===== src/rtl/dyn_refresh_pkg.sv =====
package dyn_refresh_pkg;
  typedef enum logic [1:0] {
    SEQ_IDLE  = 2'd0,
    SEQ_ARM   = 2'd1,
    SEQ_RUN   = 2'd2,
    SEQ_DRAIN = 2'd3
  } seq_state_e;
endpackage


===== src/rtl/rfr_timer.sv =====
module rfr_timer #(
  parameter int PERIOD_W = 16
) (
  input  logic                clk_i,
  input  logic                rst_ni,
  input  logic [PERIOD_W-1:0] period_i,
  output logic                expire_o
);
  logic [PERIOD_W-1:0] cnt_q;
  logic                active;

  assign active   = (period_i != '0);
  // >= so a shortened period fires at once instead of wrapping
  assign expire_o = active && (cnt_q >= period_i - PERIOD_W'(1));

  always_ff @(posedge clk_i or negedge rst_ni) begin
    if (!rst_ni)                 cnt_q <= '0;
    else if (!active || expire_o) cnt_q <= '0;
    else                          cnt_q <= cnt_q + PERIOD_W'(1);
  end
endmodule


===== src/rtl/rfr_addr_gen.sv =====
module rfr_addr_gen #(
  parameter int LINES    = 256,
  parameter int CHUNKS   = 8,
  parameter int LINE_AW  = (LINES > 1) ? $clog2(LINES) : 1,
  parameter int CHUNK_AW = (CHUNKS > 1) ? $clog2(CHUNKS) : 1
) (
  input  logic                clk_i,
  input  logic                rst_ni,
  input  logic                clear_i,
  input  logic                step_i,
  output logic [LINE_AW-1:0]  line_o,
  output logic [CHUNK_AW-1:0] chunk_o,
  output logic                last_o
);
  logic [LINE_AW-1:0] line_q;
  logic               chunk_last;
  logic               line_last;

  assign line_last = (line_q == LINE_AW'(LINES - 1));

  generate
    if (CHUNKS > 1) begin : g_chunk_cnt
      logic [CHUNK_AW-1:0] chunk_q;
      assign chunk_last = (chunk_q == CHUNK_AW'(CHUNKS - 1));
      assign chunk_o    = chunk_q;
      always_ff @(posedge clk_i or negedge rst_ni) begin
        if (!rst_ni)                   chunk_q <= '0;
        else if (clear_i)              chunk_q <= '0;
        else if (step_i && chunk_last) chunk_q <= '0;
        else if (step_i)               chunk_q <= chunk_q + CHUNK_AW'(1);
      end
    end else begin : g_chunk_none
      assign chunk_last = 1'b1;
      assign chunk_o    = '0;
    end
  endgenerate

  always_ff @(posedge clk_i or negedge rst_ni) begin
    if (!rst_ni)                   line_q <= '0;
    else if (clear_i)              line_q <= '0;
    else if (step_i && chunk_last) line_q <= line_last ? '0 : line_q + LINE_AW'(1);
  end

  assign line_o = line_q;
  assign last_o = line_last && chunk_last;
endmodule


===== src/rtl/rfr_wb_stage.sv =====
module rfr_wb_stage #(
  parameter int LINE_AW  = 8,
  parameter int CHUNK_AW = 3,
  parameter int CHUNK_W  = 64,
  parameter int TAG_W    = 20
) (
  input  logic                clk_i,
  input  logic                rst_ni,
  input  logic                rd_en_i,
  input  logic                tag_rd_en_i,
  input  logic [LINE_AW-1:0]  rd_line_i,
  input  logic [CHUNK_AW-1:0] rd_chunk_i,
  input  logic [CHUNK_W-1:0]  rd_data_i,
  input  logic [TAG_W-1:0]    rd_tag_i,
  output logic                wr_en_o,
  output logic                tag_wr_en_o,
  output logic [LINE_AW-1:0]  wr_line_o,
  output logic [CHUNK_AW-1:0] wr_chunk_o,
  output logic [CHUNK_W-1:0]  wr_data_o,
  output logic [TAG_W-1:0]    wr_tag_o
);
  logic                vld_q;
  logic                tag_q;
  logic [LINE_AW-1:0]  line_q;
  logic [CHUNK_AW-1:0] chunk_q;

  always_ff @(posedge clk_i or negedge rst_ni) begin
    if (!rst_ni) begin
      vld_q   <= 1'b0;
      tag_q   <= 1'b0;
      line_q  <= '0;
      chunk_q <= '0;
    end else begin
      vld_q   <= rd_en_i;
      tag_q   <= tag_rd_en_i;
      line_q  <= rd_line_i;
      chunk_q <= rd_chunk_i;
    end
  end

  // array data arrives in the write cycle; forwarded without a register
  assign wr_en_o     = vld_q;
  assign tag_wr_en_o = tag_q;
  assign wr_line_o   = line_q;
  assign wr_chunk_o  = chunk_q;
  assign wr_data_o   = vld_q ? rd_data_i : '0;
  assign wr_tag_o    = tag_q ? rd_tag_i  : '0;
endmodule


===== src/rtl/dyn_refresh_seq.sv =====
module dyn_refresh_seq
  import dyn_refresh_pkg::*;
#(
  parameter int LINES    = 256,
  parameter int CHUNKS   = 8,
  parameter int CHUNK_W  = 64,
  parameter int TAG_W    = 20,
  parameter int PERIOD_W = 16,
  localparam int LINE_AW  = (LINES > 1) ? $clog2(LINES) : 1,
  localparam int CHUNK_AW = (CHUNKS > 1) ? $clog2(CHUNKS) : 1
) (
  input  logic                clk_i,
  input  logic                rst_ni,
  input  logic [PERIOD_W-1:0] period_i,
  input  logic [CHUNK_W-1:0]  rd_data_i,
  input  logic [TAG_W-1:0]    rd_tag_i,
  output logic                hold_o,
  output logic                rd_en_o,
  output logic [LINE_AW-1:0]  rd_line_o,
  output logic [CHUNK_AW-1:0] rd_chunk_o,
  output logic                tag_rd_en_o,
  output logic                wr_en_o,
  output logic [LINE_AW-1:0]  wr_line_o,
  output logic [CHUNK_AW-1:0] wr_chunk_o,
  output logic [CHUNK_W-1:0]  wr_data_o,
  output logic                tag_wr_en_o,
  output logic [TAG_W-1:0]    wr_tag_o
);
  seq_state_e state_q, state_d;
  logic       pend_q, pend_d;
  logic       expire;
  logic       sweep_last;
  logic       accept;

  rfr_timer #(.PERIOD_W(PERIOD_W)) u_timer (
    .clk_i    (clk_i),
    .rst_ni   (rst_ni),
    .period_i (period_i),
    .expire_o (expire)
  );

  rfr_addr_gen #(
    .LINES   (LINES),
    .CHUNKS  (CHUNKS),
    .LINE_AW (LINE_AW),
    .CHUNK_AW(CHUNK_AW)
  ) u_addr (
    .clk_i   (clk_i),
    .rst_ni  (rst_ni),
    .clear_i (state_q == SEQ_ARM),
    .step_i  (rd_en_o),
    .line_o  (rd_line_o),
    .chunk_o (rd_chunk_o),
    .last_o  (sweep_last)
  );

  // idle or final write cycle: a new sweep may be taken
  assign accept = (state_q == SEQ_IDLE) || (state_q == SEQ_DRAIN);

  always_comb begin
    state_d = state_q;
    unique case (state_q)
      SEQ_IDLE:  if (expire) state_d = SEQ_ARM;
      SEQ_ARM:   state_d = SEQ_RUN;
      SEQ_RUN:   if (sweep_last) state_d = SEQ_DRAIN;
      SEQ_DRAIN: state_d = (pend_q || expire) ? SEQ_ARM : SEQ_IDLE;
      default:   state_d = SEQ_IDLE;
    endcase
  end

  // single-entry request queue; extra requests merge
  assign pend_d = accept ? 1'b0 : (pend_q || expire);

  always_ff @(posedge clk_i or negedge rst_ni) begin
    if (!rst_ni) begin
      state_q <= SEQ_IDLE;
      pend_q  <= 1'b0;
    end else begin
      state_q <= state_d;
      pend_q  <= pend_d;
    end
  end

  assign hold_o      = (state_q != SEQ_IDLE);
  assign rd_en_o     = (state_q == SEQ_RUN);
  assign tag_rd_en_o = rd_en_o && (rd_chunk_o == '0);

  rfr_wb_stage #(
    .LINE_AW (LINE_AW),
    .CHUNK_AW(CHUNK_AW),
    .CHUNK_W (CHUNK_W),
    .TAG_W   (TAG_W)
  ) u_wb (
    .clk_i       (clk_i),
    .rst_ni      (rst_ni),
    .rd_en_i     (rd_en_o),
    .tag_rd_en_i (tag_rd_en_o),
    .rd_line_i   (rd_line_o),
    .rd_chunk_i  (rd_chunk_o),
    .rd_data_i   (rd_data_i),
    .rd_tag_i    (rd_tag_i),
    .wr_en_o     (wr_en_o),
    .tag_wr_en_o (tag_wr_en_o),
    .wr_line_o   (wr_line_o),
    .wr_chunk_o  (wr_chunk_o),
    .wr_data_o   (wr_data_o),
    .wr_tag_o    (wr_tag_o)
  );
endmodule


===== config.mk =====
export PLATFORM = sky130hd
export DESIGN_NAME = dyn_refresh_seq
export DESIGN_NICKNAME = d
export VERILOG_FILES = /design/src/rtl/dyn_refresh_pkg.sv /design/src/rtl/rfr_timer.sv /design/src/rtl/rfr_addr_gen.sv /design/src/rtl/rfr_wb_stage.sv /design/src/rtl/dyn_refresh_seq.sv
export SDC_FILE = /design/constraint.sdc
export NUM_CORES = 1
export LEC_CHECK = 0
export BUFFER_PORTS_ARGS = -buffer_cell sky130_fd_sc_hd__clkbuf_2
export CORE_MARGIN = 8
export CORE_UTILIZATION = 45
export DETAILED_ROUTE_END_ITERATION = 12
export PLACE_DENSITY = 0.94
export SYNTH_ARGS = -nofsm -noshare
export SYNTH_HDL_FRONTEND = slang
export SYNTH_HIERARCHICAL = 1
export SYNTH_SLANG_ARGS = --single-unit

===== constraint.sdc =====
create_clock -name clk_i -period 3.8 [get_ports clk_i]
set_clock_uncertainty 0.05 [all_clocks]
set_input_delay 0.57 -clock clk_i [delete_from_list [all_inputs] [get_ports clk_i]]
set_output_delay 0.57 -clock clk_i [all_outputs]
set_load 0.02 [all_outputs]

==> results of run 1 <==
==> cells by family (layout without fill, tap and decap cells) <==
logic type,Yosys count,after routing,synth area share (%)
AND/OR/NAND/NOR,185,185,36.8
flip-flops,43,43,33.3
XOR/XNOR,30,30,8.12
AO/OA/AOI/OAI,33,33,6.50
adder cells (fa/ha/maj),27,27,10.4
multiplexers,2,2,0.773
buffers and inverters,25,234,4.10
==> final timing paths <==
path	end	slack (ns)	cells after the start
max reg2reg	state_q[1]	1.20	9
max in group asynchronous	u_addr/line_o[2]	2.67	1
min reg2reg	u_wb/wr_chunk_o[1]	0.42	0
min in group clk_i	u_wb/wr_chunk_o[1]	0.42	0
max	state_q[1]	0.32	14
min	u_timer/cnt_q[0]	0.39	1
==> metal layers <==
metal	GRT usage, %	vias up	part of all wire [%]
met4	10.8	0	4.3
met5	0	-	0
li1	-	1586	-
met3	6.77	42	10
met1	22.7	1533	34
met2	38.5	176	51
==> report_power, final <==
part           switching [mW]  internal [mW]  leakage [nW]
registers              0.0508          0.491         0.544
clock network           0.171          0.131        0.0408
logic                   0.176          0.156          1.75
==> cell usage after synthesis (all sizes together), types with 2 or more instances <==
library cell and instances:
a31oi 2, a21oi 13, nand2 17, nand4b 2, nand4 9, nor2 28
inv 13, buf 3, o21ai 7, nor4 6, dfrtp 43, nor3 7
ha 27, nor3b 3, and3 5, or3 3, nand3 12, clkbuf 9
and4 2, xor2 13, xnor2 17, and2 85, nor2b 3
==> cell type report <==
type / count / area [um^2] / area share (%)
clock inverter: 3 / 23.8 / 0.536
inverter: 13 / 48.8 / 1.10
timing repair buffer: 213 / 1070 / 24.1
sequential: 43 / 1080 / 24.3
tap: 99 / 124 / 2.79
multi-input combinational: 277 / 2030 / 45.7
clock buffer: 5 / 68.8 / 1.55
==> stage by stage <==
stage                     utilization, %  cells  power (mW)  hold slack (ns)
final                               62.5    653        1.18            0.385
after global routing                62.5    653        1.24            0.434
after CTS                           62.5    653        1.18            0.416
after detailed placement            61.2    645       0.880            0.400
after global placement              61.2    645       0.860            0.383
after floorplan                        -    345       0.731            0.224
==> flip-flops by register name, summed over array words and instances, names as in the netlist <==
| register | cells |
|---|---|
| u_wb/wr_chunk_o | 3 |
| u_addr/line_o | 8 |
| u_addr/chunk_o | 3 |
| u_wb/tag_wr_en_o | 1 |
| state_q | 2 |
| u_wb/wr_en_o | 1 |
| u_wb/wr_line_o | 8 |
| pend_q | 1 |
| u_timer/cnt_q | 16 |
==> load_flow_metrics.sql, run 1 <==
INSERT INTO impl_metrics (metric_group, metric, value, unit) VALUES
('timing', 'period_share', '91.7', '%'),
('die', 'core.rowCount', '31', ''),
('clock_tree', 'cts_htree_levels', '2', ''),
('clock_tree', 'clock_tree.buffer_depth', '2', ''),
('setup_path', 'cp_cell_sequence', 'clkbuf_2, nor3_1, nand4_1, nor4_1, xnor2_1, ha_1, nand4_1, nor4_1, o31ai_1, nand3_1, and2_1, nand2b_4, o21ai_2, mux2_4', ''),
('drt', 'drt-initial-drc-count', '167', ''),
('global_route', 'antenna_found_initial', '0', ''),
('cells_and_area', 'count_of_filler_cells_inserted_in_the_layout', '602', ''),
('setup_path', 'worst_path_cell_with_the_longest_stage_delay', 'sky130_fd_sc_hd__nor4_1', ''),
('timing', 'grt_setup_unrepaired', 'false', ''),
('timing', 'fmaxAchievable', '287', 'MHz'),
('cells_and_area', 'number_of_nets_in_the_layout', '682', ''),
('yosys', 'synth-edff-count', '0', ''),
('yosys', 'synth_cell_types', '50', ''),
('yosys', 'yosysWarningCount', '6', ''),
('yosys', 'synth_area', '3240', 'um^2'),
('die', 'pin_count', '213', ''),
('drt', 'drt_wl_total', '11600', 'um'),
('cells_and_area', 'final_cell_mix', 'sky130_fd_sc_hd__clkbuf_2 (212), sky130_fd_sc_hd__and2_2 (64), sky130_fd_sc_hd__dfrtp_1 (43)', ''),
('setup_path', 'worstSetupStartpointType', 'input pin', ''),
('die', 'fp.coreArea', '7100', 'um^2'),
('cells_and_area', 'final_layout_size_suffix_gt1_share', '55.2', '%'),
('setup_path', 'cp_max_fo', '5', ''),
('global_route', 'total_routing_usage_gr', '21.8', '%'),
('cells_and_area', 'finalInstanceArea', '4440', 'um^2'),
('worst_hold_path', 'hold_class', 'in -> async', ''),
('yosys', 'synth_area_leaders', 'sky130_fd_sc_hd__dfrtp_1 (33%), sky130_fd_sc_hd__and2_2 (15%), sky130_fd_sc_hd__ha_1 (10%)', ''),
('yosys', 'synth_largest_area_cell', 'sky130_fd_sc_hd__dfrtp_1', ''),
('flow_run', 'drv.max_cap_violation_count', '0', ''),
('pwr', 'leakage', '2.33', 'nW'),
('pwr', 'vdd_drop_max', '164', 'uV'),
('timing', 'slew_headroom', '14.2', '%'),
('clock_tree', 'clock_tree_from_tritoncts', 'built', ''),
('timing', 'final-max-slew-violation-count', '0', ''),
('setup_path', 'worst-endpoint-arrival', '3.62', 'ns'),
('setup_path', 'critPathBufInv', '1', ''),
('timing', 'report.final.setup_viol', '0', ''),
('timing', 'timing.final.crit_period', '3.48', 'ns'),
('setup_path', 'reg2reg_from', 'u_timer/cnt_q[1]', ''),
('global_route', 'via_count_of_the_first_global_routing_pass', '3379', ''),
('global_route', 'grt-ovfl-total', '0', ''),
('yosys', 'syn_inst', '345', ''),
('drt', 'routedWlPerCell', '17.7', 'um'),
('placed_design', 'routabilityCongestion', '0.972', ''),
('die', 'start_util', '45.6', '%'),
('drt', 'viasPerCell', '5.11', ''),
('drt', 'routed_via_count', '3337', ''),
('yosys', 'yosysTopAreaCellShare', '33.3', '%'),
('die', 'die-area', '10200', 'um^2'),
('clock_tree', 'cts.reportedPaths.clkPinSlew', '0.09', 'ns'),
('run_status', 'run_status', 'finished clean', ''),
('clock_tree', 'tritoncts_num_sinks', '43', ''),
('drt', 'postRouteAntennaNets', '0', ''),
('clock_tree', 'clock_buffers_created_by_tritoncts', '5', ''),
('yosys', 'postSynthRegisterBits', '43', ''),
('cells_and_area', 'commonest_non_fill_non_tap_cell_in_the_layout', 'sky130_fd_sc_hd__clkbuf_2', ''),
('clock_tree', 'cts_resized', '0', ''),
('clock_tree', 'postCtsSetupBuffers', '0', ''),
('setup_path', 'cp_top_family', 'simple AND/OR/NAND/NOR gates', ''),
('placed_design', 'placement.cell_area', '4340', 'um^2'),
('placed_design', 'pre_cts_ws', '0.0257', 'ns'),
('drt', 'firstDrtPassIters', '4', ''),
('timing', 'finalHoldViolCount', '0', ''),
('timing', 'worst_pin_slew', '1.29', 'ns'),
('timing', 'fin_ws', '0.317', 'ns'),
('yosys', 'synth_sequential_area_ratio', '33.3', '%'),
('clock_tree', 'cts_root_buffer', 'sky130_fd_sc_hd__clkbuf_8', ''),
('cells_and_area', 'insertedDiodeCount', '0', ''),
('setup_path', 'critPathCaptureType', 'flop', ''),
('yosys', 'synth_fp_nets', '474', ''),
('timing', 'tns', '0', 'ns');
Power figures use the tool's default switching activity.
==> inputs of run 2 (changes only) <==
- CORE_ASPECT_RATIO: unset -> 1.5
==> run 2 against run 1 <==
Effect of this change:
- total power is 0.13% higher
- sequential share of layout area is 0.13 points higher
- critical path depth stayed put
- sequential power hardly changed
- die area is 0.55% higher
- hold slack better by 0.017 ns
- non-clock buffer count is 1 higher
- global-route usage is 4.8 points higher
- critical path type unchanged
- first-iteration DRC count is 56% higher
- final cell count is 2.8% lower
- clock power is 4% lower
==> load_flow_metrics.sql, run 2 (synthesized netlist as in run 1, its figures left out) <==
INSERT INTO impl_metrics (metric_group, metric, value, unit) VALUES
('drt', 'routed_via_count', '3396', ''),
('cells_and_area', 'count_of_filler_cells_inserted_in_the_layout', '629', ''),
('timing', 'fmaxAchievable', '288', 'MHz'),
('global_route', 'grt.busiest_layer', 'met2', ''),
('timing', 'timing.final.crit_period', '3.48', 'ns'),
('timing', 'grt_setup_unrepaired', 'false', ''),
('global_route', 'use_met3', '16.8', '%'),
('global_route', 'met1_usage', '29.8', '%'),
('cells_and_area', 'layout-area-overhead-vs-synth', '36.4', '%'),
('timing', 'tns', '0', 'ns'),
('pwr', 'power_per_standard_cell_area', '267', 'nW/um^2'),
('run_status', 'run_status', 'finished clean', ''),
('drt', 'postRouteAntennaNets', '0', ''),
('global_route', 'total_routing_usage_gr', '26.5', '%'),
('setup_path', 'timing.setup.critical_path_class', 'in -> reg', ''),
('drt', 'routedWlPerCell', '21.7', 'um'),
('timing', 'report.final.setup_viol', '0', ''),
('clock_tree', 'cts_resized', '0', ''),
('drt', 'drt-initial-drc-count', '261', ''),
('setup_path', 'worst_r2r_endpoint', 'state_q[1]', ''),
('placed_design', 'port-buffer-count', '212', ''),
('flow_run', 'drv.max_cap_violation_count', '0', ''),
('global_route', 'gr-usage-met2', '41.0', '%'),
('timing', 'finalHoldViolCount', '0', ''),
('cells_and_area', 'finish.utilization', '62.3', '%'),
('clock_tree', 'clkLatencyLatePin', '0.30', 'ns'),
('clock_tree', 'tritoncts_num_sinks', '43', ''),
('setup_path', 'required', '3.94', 'ns'),
('die', 'pin_count', '213', ''),
('global_route', 'antenna_found_initial', '1', ''),
('setup_path', 'reg2reg_slack', '1.16', 'ns'),
('cells_and_area', 'final_layout_size_suffix_gt1_share', '55.1', '%'),
('cells_and_area', 'number_of_nets_in_the_layout', '683', ''),
('die', 'chipHeight', '120', 'um'),
('clock_tree', 'ctsHoldBuffers', '0', ''),
('setup_path', 'worst-r2r-cell-count', '9', ''),
('setup_path', 'worst-endpoint-arrival', '3.62', 'ns'),
('drt', 'drc_errors', '0', ''),
('setup_path', 'worstSetupStartpointType', 'input pin', ''),
('cells_and_area', 'flip_flop_count_of_the_largest_register_after_layout', '16', ''),
('setup_path', 'critPathCaptureType', 'flop', ''),
('global_route', 'via_count_of_the_first_global_routing_pass', '3570', ''),
('worst_hold_path', 'hold_class', 'in -> async', ''),
('die', 'fp.coreArea', '7080', 'um^2'),
('drt', 'firstDrtPassIters', '5', ''),
('die', 'start_util', '45.7', '%'),
('drt', 'viasPerCell', '5.35', ''),
('placed_design', 'post-dp-hpwl', '11800', 'um'),
('cells_and_area', 'final_cell_mix', 'sky130_fd_sc_hd__clkbuf_2 (212), sky130_fd_sc_hd__and2_2 (64), sky130_fd_sc_hd__dfrtp_1 (43)', ''),
('timing', 'final-max-slew-violation-count', '0', ''),
('cells_and_area', 'commonest_non_fill_non_tap_cell_in_the_layout', 'sky130_fd_sc_hd__clkbuf_2', ''),
('die', 'die-area', '10200', 'um^2'),
('clock_tree', 'clock_tree.buffer_depth', '2', ''),
('clock_tree', 'clock_buffers_created_by_tritoncts', '5', ''),
('clock_tree', 'cts_root_buffer', 'sky130_fd_sc_hd__clkbuf_8', ''),
('clock_tree', 'cts.reportedPaths.clkPinSlew', '0.08', 'ns'),
('clock_tree', 'postCtsSetupBuffers', '0', ''),
('setup_path', 'reg2reg_from', 'u_timer/cnt_q[1]', ''),
('pwr', 'leakage', '2.34', 'nW'),
('placed_design', 'routabilityCongestion', '0.976', ''),
('pwr', 'vdd_drop_max', '276', 'uV'),
('global_route', 'grt-ovfl-total', '0', ''),
('timing', 'worst_pin_slew', '1.21', 'ns'),
('timing', 'period_share', '91.5', '%'),
('die', 'dieWidth', '85.2', 'um'),
('timing', 'slew_headroom', '19.1', '%'),
('setup_path', 'cp_max_fo', '3', ''),
('clock_tree', 'cts_htree_levels', '2', ''),
('global_route', 'grt_first_pass_wirelength', '20500', 'um'),
('cells_and_area', 'insertedDiodeCount', '0', ''),
('global_route', 'grt_start_max_net_pins', '55', ''),
('clock_tree', 'clock_tree_from_tritoncts', 'built', ''),
('die', 'core.rowCount', '38', ''),
('drt', 'drt_wl_total', '13800', 'um'),
('cells_and_area', 'top_register', 'u_timer/cnt_q', '');
-- run 2: worst max-delay path: stages --
cell                       delay (ns)
sky130_fd_sc_hd__clkbuf_2        0.11
sky130_fd_sc_hd__nor3_1          0.37
sky130_fd_sc_hd__nand4_1         0.19
sky130_fd_sc_hd__nor4_1          0.34
sky130_fd_sc_hd__xnor2_1         0.11
sky130_fd_sc_hd__ha_1            0.33
sky130_fd_sc_hd__nand4_1         0.15
sky130_fd_sc_hd__nor4_1          0.40
sky130_fd_sc_hd__o31ai_1         0.22
sky130_fd_sc_hd__nand3_1         0.13
sky130_fd_sc_hd__and2_1          0.18
sky130_fd_sc_hd__nand2b_4        0.15
sky130_fd_sc_hd__o21ai_2         0.07
sky130_fd_sc_hd__mux2_4          0.31
-- run 2: power by group --
part	internal, mW	switching, mW
logic	0.157	0.190
clock network	0.129	0.160
registers	0.491	0.0509
-- run 2: layout make-up --
class                      instances  area [um^2]  share of cell area (%)
inverter                          13         48.8                    1.11
multi-input combinational        277         2030                    45.9
sequential                        43         1080                    24.4
clock inverter                     2         12.5                   0.284
clock buffer                       6         72.6                    1.64
tap                               80          100                    2.27
timing repair buffer             214         1080                    24.4
-- run 2: worst max-delay path by stage --
stage | endpoint | slack (ns) | start | depth (start not counted)
after CTS | state_q[1] | 0.43 | period_i[5] | 14
after floorplan | state_q[1] | 0.57 | period_i[5] | 13
after global placement | state_q[1] | 0.44 | period_i[5] | 14
after detailed placement | state_q[1] | 0.12 | period_i[5] | 14
after global routing | state_q[1] | 0.15 | period_i[5] | 14
final | state_q[1] | 0.32 | period_i[5] | 14
-- run 2: through the flow --
stage                     hold WS (ns)  power [mW]  area [um^2]  cells  setup slack, ns
after detailed placement         0.396       0.892         4330    627            0.123
after global placement           0.406       0.879         4330    627            0.437
after floorplan                  0.224       0.731         3240    345            0.571
after global routing             0.447        1.24         4410    635            0.149
after CTS                        0.416        1.18         4410    635            0.434
final                            0.402        1.18         4410    635            0.322
-- run 2: metal layers --
metal  vias to the layer above  share of wire (%)
li1                       1586                  -
met1                      1573                 36
met2                       223                 44
met3                        12                 19
met4                         2                1.2
met5                         -              0.094
==> inputs of run 3 (changes only) <==
- PLACE_DENSITY: 0.94 -> 0.95
- SYNTH_HIERARCHICAL: 1 -> unset
==> run 3 against run 2 <==
Effect of this change:
- setup slack lost 0.12 ns
- sequential power rose by 27%
- final cell count rose by 0.47%
- largest cell class unchanged
- highest routed layer is now met4
==> load_flow_metrics.sql, run 3 <==
INSERT INTO impl_metrics (metric_group, metric, value, unit) VALUES
('run_status', 'run_status', 'finished clean', ''),
('yosys', 'synth_area', '3060', 'um^2'),
('pwr', 'power_per_standard_cell_area', '545', 'nW/um^2'),
('die', 'start_util', '45.6', '%'),
('pwr', 'clock_power_share', '12.6', '%'),
('timing', 'fmaxAchievable', '278', 'MHz'),
('timing', 'worst_pin_slew', '1.11', 'ns'),
('setup_path', 'reg2reg_from', 'u_timer.cnt_q[0]', ''),
('setup_path', 'worstSetupStartpointType', 'input pin', ''),
('cells_and_area', 'layout-area-overhead-vs-synth', '40.7', '%'),
('timing', 'finalHoldViolCount', '0', ''),
('drt', 'drt_wl_total', '13200', 'um'),
('yosys', 'syn_avg_cell_area', '8.79', 'um^2'),
('drt', 'routed_via_count', '3355', ''),
('cells_and_area', 'finish.utilization', '64.1', '%'),
('timing', 'timing.final.crit_period', '3.60', 'ns'),
('clock_tree', 'cts.reportedPaths.clkPinSlew', '0.09', 'ns'),
('yosys', 'synth_fp_nets', '478', ''),
('timing', 'fin_ws', '0.197', 'ns'),
('yosys', 'yosysWarningCount', '0', ''),
('placed_design', 'routabilityCongestion', '0.935', ''),
('worst_hold_path', 'hold_class', 'in -> async', ''),
('drt', 'firstDrtPassIters', '5', ''),
('drt', 'viasPerCell', '5.26', ''),
('clock_tree', 'clock_tree_from_tritoncts', 'built', ''),
('pwr', 'vdd_drop_max', '387', 'uV'),
('pwr', 'reg_power_share', '29.4', '%'),
('cells_and_area', 'commonest_non_fill_non_tap_cell_in_the_layout', 'sky130_fd_sc_hd__clkbuf_2', ''),
('drt', 'postRouteAntennaNets', '0', ''),
('placed_design', 'post-dp-hpwl', '11600', 'um'),
('yosys', 'synth_largest_area_cell', 'sky130_fd_sc_hd__dfrtp_1', ''),
('die', 'pin_count', '213', ''),
('global_route', 'antenna_found_initial', '0', ''),
('setup_path', 'worst-endpoint-arrival', '3.75', 'ns'),
('die', 'fp.coreArea', '6710', 'um^2'),
('timing', 'report.final.setup_viol', '0', ''),
('yosys', 'syn_inst', '348', ''),
('setup_path', 'required', '3.94', 'ns'),
('setup_path', 'cp_max_fo', '3', ''),
('clock_tree', 'clock_tree.buffer_depth', '2', ''),
('cells_and_area', 'final_cell_mix', 'sky130_fd_sc_hd__clkbuf_2 (212), sky130_fd_sc_hd__and2_1 (84), sky130_fd_sc_hd__dfrtp_1 (43)', ''),
('timing', 'slew_headroom', '26.2', '%'),
('pwr', 'power.combinational.fraction', '58.0', '%'),
('yosys', 'synth_cell_types', '42', ''),
('yosys', 'synth-async-reset-ratio', '100', '%'),
('clock_tree', 'tritoncts_num_sinks', '43', ''),
('clock_tree', 'cts_htree_levels', '2', ''),
('clock_tree', 'ctsHoldBuffers', '0', ''),
('yosys', 'synth_sequential_area_ratio', '35.2', '%'),
('setup_path', 'reg2reg_slack', '1.18', 'ns'),
('flow_run', 'drv.max_cap_violation_count', '0', ''),
('clock_tree', 'cts_resized', '0', ''),
('yosys', 'synthMostInstantiatedCell', 'sky130_fd_sc_hd__and2_1', ''),
('die', 'core.rowCount', '37', ''),
('pwr', 'intPower', '1.16', 'mW'),
('global_route', 'grt_start_max_net_pins', '56', ''),
('die', 'die-area', '9750', 'um^2'),
('die', 'dieWidth', '83.3', 'um'),
('timing', 'period_share', '94.8', '%'),
('global_route', 'via_count_of_the_first_global_routing_pass', '3525', ''),
('yosys', 'synth_commonest_cells', 'sky130_fd_sc_hd__and2_1 (84), sky130_fd_sc_hd__dfrtp_1 (43), sky130_fd_sc_hd__nor2_1 (29)', ''),
('pwr', 'leakage', '2.42', 'nW'),
('cells_and_area', 'multiInputGateArea', '1880', 'um^2'),
('global_route', 'grt_first_pass_wirelength', '19500', 'um'),
('clock_tree', 'postCtsSetupBuffers', '0', ''),
('setup_path', 'worst-r2r-cell-count', '9', ''),
('cells_and_area', 'top_register', 'u_timer.cnt_q', ''),
('yosys', 'postSynthRegisterBits', '43', ''),
('cells_and_area', 'number_of_nets_in_the_layout', '689', ''),
('drt', 'drt-initial-drc-count', '141', ''),
('clock_tree', 'cts_root_buffer', 'sky130_fd_sc_hd__clkbuf_8', ''),
('drt', 'routedWlPerCell', '20.7', 'um'),
('cells_and_area', 'count_of_filler_cells_inserted_in_the_layout', '566', ''),
('global_route', 'grt-ovfl-total', '0', ''),
('pwr', 'power.switching', '1.19', 'mW'),
('pwr', 'swShare', '50.5', '%'),
('placed_design', 'port-buffer-count', '212', ''),
('setup_path', 'timing.setup.critical_path_class', 'in -> reg', ''),
('placed_design', 'pre_cts_ws', '-0.114', 'ns'),
('global_route', 'total_routing_usage_gr', '25.6', '%'),
('yosys', 'synth_area_leaders', 'sky130_fd_sc_hd__dfrtp_1 (35%), sky130_fd_sc_hd__and2_1 (17%), sky130_fd_sc_hd__ha_1 (11%)', ''),
('cells_and_area', 'area.sequential', '1080', 'um^2'),
('setup_path', 'worst_r2r_endpoint', 'state_q[0]', ''),
('clock_tree', 'clkLatencyLatePin', '0.30', 'ns'),
('die', 'chipHeight', '117', 'um'),
('setup_path', 'critPathCaptureType', 'flop', ''),
('cells_and_area', 'insertedDiodeCount', '0', ''),
('cells_and_area', 'flip_flop_count_of_the_largest_register_after_layout', '16', ''),
('drt', 'drc_errors', '0', ''),
('yosys', 'postSynth.topFlopCell', 'sky130_fd_sc_hd__dfrtp_1', ''),
('yosys', 'synth-edff-count', '0', ''),
('cells_and_area', 'final_layout_size_suffix_gt1_share', '41.4', '%'),
('timing', 'final-max-slew-violation-count', '0', ''),
('timing', 'grt_setup_unrepaired', 'false', ''),
('clock_tree', 'clock_buffers_created_by_tritoncts', '5', ''),
('yosys', 'yosysTopAreaCellShare', '35.2', '%');
## run 3: logic make-up (layout without fill, tap and decap cells)
logic type               count (synthesis)  count (layout)  synth area share (%)
multiplexers                             1               1                 0.368
adder cells (fa/ha/maj)                 28              28                  11.5
flip-flops                              43              43                  35.2
XOR/XNOR                                30              30                  8.59
buffers and inverters                   25             237                  3.44
AO/OA/AOI/OAI                           33              33                  6.79
AND/OR/NAND/NOR                        188             188                  34.2
## run 3: worst max path at each step
| stage | startpoint | endpoint | cells after the start |
|---|---|---|---|
| 6_report | period_i[3] | state_q[0] | 14 |
| 5_1_grt | period_i[3] | state_q[0] | 14 |
| 4_1_cts | period_i[3] | state_q[0] | 14 |
| 3_5_place_dp | period_i[3] | state_q[0] | 14 |
| 3_3_place_gp | period_i[3] | state_q[0] | 14 |
| 2_1_floorplan | period_i[3] | state_q[0] | 13 |
## run 3: through the flow
step | instance area, um^2 | total power [mW] | hold slack [ns] | TNS [ns] | instances
2_1_floorplan | 3060 | 1.49 | 0.224 | 0 | 348
3_3_place_gp | 4210 | 1.99 | 0.377 | 0 | 630
3_5_place_dp | 4210 | 2.05 | 0.389 | -0.279 | 630
4_1_cts | 4300 | 2.36 | 0.406 | 0 | 638
5_1_grt | 4300 | 2.49 | 0.409 | 0 | 638
6_report | 4300 | 2.34 | 0.389 | 0 | 638
## run 3: area by class of cell
type / count / share of cell area [%]
timing repair buffer: 218 / 26.0
inverter: 11 / 0.959
clock inverter: 3 / 0.552
multi-input combinational: 280 / 43.6
sequential: 43 / 25.0
tap: 78 / 2.27
clock buffer: 5 / 1.60
## run 3: per-layer routing
layer	share of wire, %	vias up	track usage, %	wire length (um)
met1	36	1608	26.1	4690
met4	2.4	0	9.18	320
met5	0	-	0	0
met3	6.4	14	6.51	843
li1	-	1576	-	-
met2	56	157	49.3	7360
## run 3: power groups by stage
stage                     Sequential [mW]  Combinational, mW  Clock, mW
after global placement              0.685               1.31          0
after global routing                0.712               1.46      0.322
after detailed placement            0.696               1.35          0
after CTS                           0.687               1.37      0.305
final                               0.690               1.36      0.295
after floorplan                     0.657              0.833          0
## run 3: critical path, stage by stage
cell and delay [ns]:
sky130_fd_sc_hd__clkbuf_2 0.11, sky130_fd_sc_hd__nor4_1 0.36, sky130_fd_sc_hd__and2b_2 0.22, sky130_fd_sc_hd__nand2_1 0.06, sky130_fd_sc_hd__or2_2 0.30, sky130_fd_sc_hd__nor4_1 0.26
sky130_fd_sc_hd__xnor2_1 0.13, sky130_fd_sc_hd__ha_1 0.31, sky130_fd_sc_hd__nand4_1 0.14, sky130_fd_sc_hd__nor3_2 0.21, sky130_fd_sc_hd__or4b_1 0.47, sky130_fd_sc_hd__nand3_2 0.13
sky130_fd_sc_hd__o211ai_2 0.11, sky130_fd_sc_hd__o32a_1 0.36
